### src/rtl/dice_pkg.sv
package dice_pkg;
    localparam int DIE_W    = 3;
    localparam int SEG_W    = 7;
    localparam int NUM_DICE = 3;
    localparam int FACES    = 6;
    typedef logic [DIE_W-1:0] die_t;
    typedef logic [SEG_W-1:0] seg_t;
    localparam die_t FACE_MIN = die_t'(1);
    localparam die_t FACE_MAX = die_t'(FACES);
endpackage

### src/rtl/btn_sync.sv
module btn_sync (
    input  logic clk,
    input  logic rst_n,
    input  logic async_in,
    output logic sync_out
);
    logic [1:0] sr_d, sr_q;

    always_comb begin
        sr_d = {sr_q[0], async_in};
    end

    always_ff @(posedge clk or negedge rst_n) begin
        if (!rst_n) sr_q <= '0;
        else        sr_q <= sr_d;
    end

    assign sync_out = sr_q[1];
endmodule

### src/rtl/btn_debounce.sv
module btn_debounce #(
    parameter int DEB_BITS = 16
) (
    input  logic clk,
    input  logic rst_n,
    input  logic level_in,
    output logic level_out
);
    typedef struct packed {
        logic [DEB_BITS-1:0] cnt;
        logic                lvl;
    } deb_s;

    deb_s st_d, st_q;

    always_comb begin
        st_d = st_q;
        if (level_in == st_q.lvl) begin
            st_d.cnt = '0;
        end else if (&st_q.cnt) begin
            st_d.cnt = '0;
            st_d.lvl = level_in;
        end else begin
            st_d.cnt = st_q.cnt + 1'b1;
        end
    end

    always_ff @(posedge clk or negedge rst_n) begin
        if (!rst_n) st_q <= '0;
        else        st_q <= st_d;
    end

    assign level_out = st_q.lvl;
endmodule

### src/rtl/die_stage.sv
module die_stage
    import dice_pkg::*;
(
    input  logic clk,
    input  logic rst_n,
    input  logic step,
    output die_t value,
    output logic at_top
);
    die_t val_d, val_q;

    always_comb begin
        val_d = val_q;
        if (val_q < FACE_MIN || val_q > FACE_MAX) begin
            val_d = FACE_MIN;
        end else if (step) begin
            val_d = (val_q == FACE_MAX) ? FACE_MIN : val_q + die_t'(1);
        end
    end

    always_ff @(posedge clk or negedge rst_n) begin
        if (!rst_n) val_q <= FACE_MIN;
        else        val_q <= val_d;
    end

    assign value  = val_q;
    assign at_top = (val_q == FACE_MAX);
endmodule

### src/rtl/seg_encode.sv
module seg_encode
    import dice_pkg::*;
(
    input  die_t face,
    output seg_t seg
);
    always_comb begin
        case (face)
            3'd1:    seg = 7'h06;
            3'd2:    seg = 7'h5B;
            3'd3:    seg = 7'h4F;
            3'd4:    seg = 7'h66;
            3'd5:    seg = 7'h6D;
            3'd6:    seg = 7'h7D;
            default: seg = 7'h40;
        endcase
    end
endmodule

### src/rtl/dice_roller.sv
module dice_roller
    import dice_pkg::*;
#(
    parameter int DEB_BITS = 16
) (
    input  logic       clk,
    input  logic       rst_n,
    input  logic       btn_raw,
    output logic [2:0] die_a,
    output logic [2:0] die_b,
    output logic [2:0] die_c,
    output logic [6:0] seg_a,
    output logic [6:0] seg_b,
    output logic [6:0] seg_c
);
    logic btn_sync_lvl;
    logic roll_en;
    die_t face   [NUM_DICE];
    seg_t pat    [NUM_DICE];
    logic top    [NUM_DICE];
    logic step   [NUM_DICE];

    btn_sync i_sync (
        .clk      (clk),
        .rst_n    (rst_n),
        .async_in (btn_raw),
        .sync_out (btn_sync_lvl)
    );

    btn_debounce #(.DEB_BITS(DEB_BITS)) i_deb (
        .clk       (clk),
        .rst_n     (rst_n),
        .level_in  (btn_sync_lvl),
        .level_out (roll_en)
    );

    for (genvar g = 0; g < NUM_DICE; g++) begin : g_die
        if (g == 0) begin : g_first
            assign step[g] = roll_en;
        end else begin : g_next
            assign step[g] = step[g-1] & top[g-1];
        end

        die_stage i_die (
            .clk    (clk),
            .rst_n  (rst_n),
            .step   (step[g]),
            .value  (face[g]),
            .at_top (top[g])
        );

        seg_encode i_seg (
            .face (face[g]),
            .seg  (pat[g])
        );
    end

    assign die_a = face[0];
    assign die_b = face[1];
    assign die_c = face[2];
    assign seg_a = pat[0];
    assign seg_b = pat[1];
    assign seg_c = pat[2];
endmodule

### config.mk
export PLATFORM = sky130hd
export DESIGN_NAME = dice_roller
export DESIGN_NICKNAME = d
export VERILOG_FILES = /design/src/rtl/dice_pkg.sv /design/src/rtl/btn_sync.sv /design/src/rtl/btn_debounce.sv /design/src/rtl/die_stage.sv /design/src/rtl/seg_encode.sv /design/src/rtl/dice_roller.sv
export SDC_FILE = /design/constraint.sdc
export NUM_CORES = 1
export LEC_CHECK = 0
export BUFFER_PORTS_ARGS = -buffer_cell sky130_fd_sc_hd__buf_4
export CAP_MARGIN = 10
export CORE_UTILIZATION = 59
export DETAILED_ROUTE_END_ITERATION = 10
export HOLD_SLACK_MARGIN = 0.12
export PLACE_DENSITY = 0.85
export SKIP_CTS_REPAIR_TIMING = 1
export SYNTH_ARGS = -nofsm -noshare
export SYNTH_HDL_FRONTEND = slang
export SYNTH_SLANG_ARGS = --single-unit
### constraint.sdc
create_clock -name clk -period 3.1 [get_ports clk]
set_input_delay 0.465 -clock clk [delete_from_list [all_inputs] [get_ports clk]]
set_output_delay 0.465 -clock clk [all_outputs]
set_load 0.01 [all_outputs]
==> results.rst <==
.. list-table::
   :header-rows: 1

   * - Metric
     - Value
   * - Clock-pin slew reported for the worst setup and hold paths after clock tree synthesis
     - 0.14 ns
   * - Number of inserted diodes
     - 0
   * - Mapped Avg Cell Area
     - 9.40 sq um
   * - VDD IR-drop max
     - 0.283 mV
   * - Routed vias
     - 1342
   * - Worst-margin pin slew
     - 0.505 ns
   * - Remaining antenna violation count
     - 0
   * - Arrival time at the worst endpoint
     - 1.83 ns
   * - Total nets after synthesis
     - 185
   * - RSZ-0062 raised after global routing
     - false
   * - Reported max-cap violation count
     - 0
   * - R2R depth
     - 5
   * - Period minus WS final
     - 2.30 ns
   * - Floorplan die height
     - 55.2 microns
   * - Final count of hold timing violations
     - 0
   * - Tightest Hold Check Type
     - in -> reg
   * - R2r startpoint
     - i_deb.st_q[1]
   * - Root cell of the clock tree
     - clkbuf_4
   * - Cell at the slowest stage of the critical path
     - dfrtp_1
   * - Total number of nets in the final design
     - 212
   * - Final number of setup-violating endpoints
     - 0
   * - Area of all placed cells without fillers
     - 1910 sq um
   * - Top FF cell, synth
     - dfrtp_1
   * - Total congestion overflow after global routing
     - 0
   * - Largest delay contributor family on the critical path
     - flip-flops
   * - Worst hold endpoint
     - i_sync.sr_q[0]
   * - Number of antenna violations at the first check in global routing
     - 0
   * - Data required time of the critical path
     - 2.63 ns
   * - Post-synth design cell area
     - 1670 sq um
   * - Final Wtd Congestion
     - 0.835
   * - Layout cell share with drive strength beyond 1
     - 24.0%
   * - Most used standard cell by instance count after synthesis
     - nor2_1
   * - Hold_sp
     - btn_raw
   * - Wire length of the first global-routing pass
     - 5200 microns
   * - Status
     - completed
   * - Largest stage delay, worst path
     - 0.52 ns
   * - Maximum clock skew at final layout
     - 0.0118 ns
   * - TritonCTS clock tree
     - built
   * - Area Overhead vs Synth
     - 14.4%
   * - Core area
     - 2570 sq um
   * - Total number of clock tree sinks
     - 28
   * - Reg-to-reg endpoint
     - i_deb.st_q[12]
   * - Vias in the first global route
     - 1210
   * - Number of enable-type register cells in the synthesized netlist
     - 0
   * - Post-route setup TNS
     - 0 ns
   * - Top post-synthesis cells by area
     - dfrtp_1 (37%), xnor2_1 (6.8%), nor2_1 (6.1%)
   * - Post-Place Worst Slack
     - 1.18 ns
   * - Maximum clock rate
     - 436 MHz
   * - Later-pin clock latency in the skew report
     - 0.32 ns
   * - Die X
     - 55.2 microns
   * - Leading post-synthesis cells by instance count
     - nor2_1 (27), dfrtp_1 (25), xnor2_1 (13)
   * - Global routing usage summed across all routing layers
     - 21.0%
   * - Max Transition Viols Final
     - 0
   * - Largest net degree at the start of global routing
     - 29
   * - Leakage component of the power
     - 0.890 nW
   * - Crit Path Class
     - reg -> out
   * - Yosys top cell by area
     - dfrtp_1
   * - DR pass1 iterations
     - 4
   * - Share of Yosys cell area claimed by the top area cell type
     - 37.4%
   * - Hold Path Depth
     - 1
   * - Area after DPL
     - 1880 sq um
   * - Initial drt markers
     - 35
   * - Buffer and inverter count on the worst path
     - 2
   * - Crit share post-route
     - 74.0%
   * - Min setup slack post-route
     - 0.805 ns
   * - Synthesis Warnings
     - 0
   * - Crit path cell chain
     - clkinv_1 > ha_1 > a211oi_1 > a21oi_1 > buf_4
   * - I/O pins
     - 33
   * - Initial cell density of the core
     - 65.2%
   * - Die Area
     - 3050 sq um
   * - Number of storage elements in the synthesis netlist
     - 28
   * - Number of buffers created by CTS
     - 3
   * - Max Fanout on Critical Path
     - 8
   * - Worst slew margin relative to its limit
     - 66.1%
   * - Register-to-register setup slack
     - 1.33 ns
   * - Ratio of total power to cell area
     - 284 nW/um^2
   * - Endpoint class of the critical path
     - output port
   * - Synth Instances
     - 178
   * - Share of flip-flops with an asynchronous set or reset after synthesis
     - 100%
   * - Routed wire per std cell
     - 13.0 microns
   * - Number of distinct library cells after synthesis
     - 41
   * - Post-DP HPWL
     - 2220 microns
   * - WL final
     - 3040 microns
   * - Rows
     - 18
   * - Avg Vias per Cell
     - 5.74
   * - Count of port buffers added during placement
     - 32
   * - Clock buffer depth
     - 2
   * - Number of H-tree levels
     - 1
   * - Startpoint types
     - register
   * - Part of the Yosys area used for sequential elements
     - 42.1%
   * - DRC violations left
     - 0
-- worst max path at each step --
stage / to / cells past startpoint / slack (ns) / startpoint
CTS: seg_a[3] / 5 / 0.80 / g_die[0].i_die.value[2]
detailed placement: seg_a[3] / 5 / 1.18 / g_die[0].i_die.value[2]
finish: seg_a[3] / 5 / 0.80 / g_die[0].i_die.value[2]
global route: seg_c[0] / 5 / 0.66 / g_die[2].i_die.value[2]
floorplan: seg_b[3] / 6 / 0.94 / g_die[1].i_die.value[0]
global placement: seg_a[0] / 5 / 1.23 / g_die[0].i_die.value[2]
-- state kept, by name (all words and copies together) (netlist names) --
| signal | cells |
|---|---|
| g_die.i_die.value | 9 |
| i_deb.level_out | 1 |
| i_deb.st_q | 16 |
| i_sync.sr_q | 2 |
-- cell usage in the layout (no fill, tap or decap), drive strengths merged, types with 7 or more instances in the layout --
| cell type | instances |
|---|---|
| a21oi | 7 |
| buf | 32 |
| dfrtp | 25 |
| inv | 7 |
| nand2 | 10 |
| nand3 | 14 |
| nor2 | 27 |
| o21ai | 11 |
| xnor2 | 13 |
-- per-stage QoR --
step	util, %	std cells	hold slack [ns]	power (mW)
after CTS	74.2	233	0.0313	0.552
final	74.6	234	0.235	0.544
after floorplan	-	178	0.169	0.391
after global routing	74.6	234	0.210	0.569
after global placement	73.1	229	0.343	0.400
after detailed placement	73.1	229	0.356	0.401
-- layout make-up --
cell class                 instances  area (sq um)
multi-input combinational        129           858
fill                             202           653
clock buffer                       4          26.3
tap                               30          37.5
inverter                          10          37.5
sequential                        28           704
timing repair buffer              33           250
-- logic make-up after synthesis --
kind of cell,after synthesis,share of synthesized area [%]
buf+inv,21,6.58
simple gates,71,24.0
mux,5,3.37
xor+xnor,15,7.85
flops,28,42.1
compound gates,32,11.9
fa+ha+maj,6,4.19
-- report_power, final --
group	switching, mW	leakage (nW)	internal, mW
clock network	0.0984	0.0150	0.0503
logic	0.0137	0.501	0.00682
registers	0.00440	0.374	0.370
total	0.117	0.890	0.427
-- routing by layer --
metal / share of wire [%] / up-vias / global-route usage (%) / routed length, microns
met3: 3.6 / 4 / 3.28 / 109
met5: 0 / - / 0 / 0
met4: 1.1 / 0 / 7.86 / 34
li1: - / 673 / - / -
met1: 45 / 633 / 26.5 / 1370
met2: 50 / 32 / 36.1 / 1520
No activity file was read; power rests on OpenSTA's default activity.
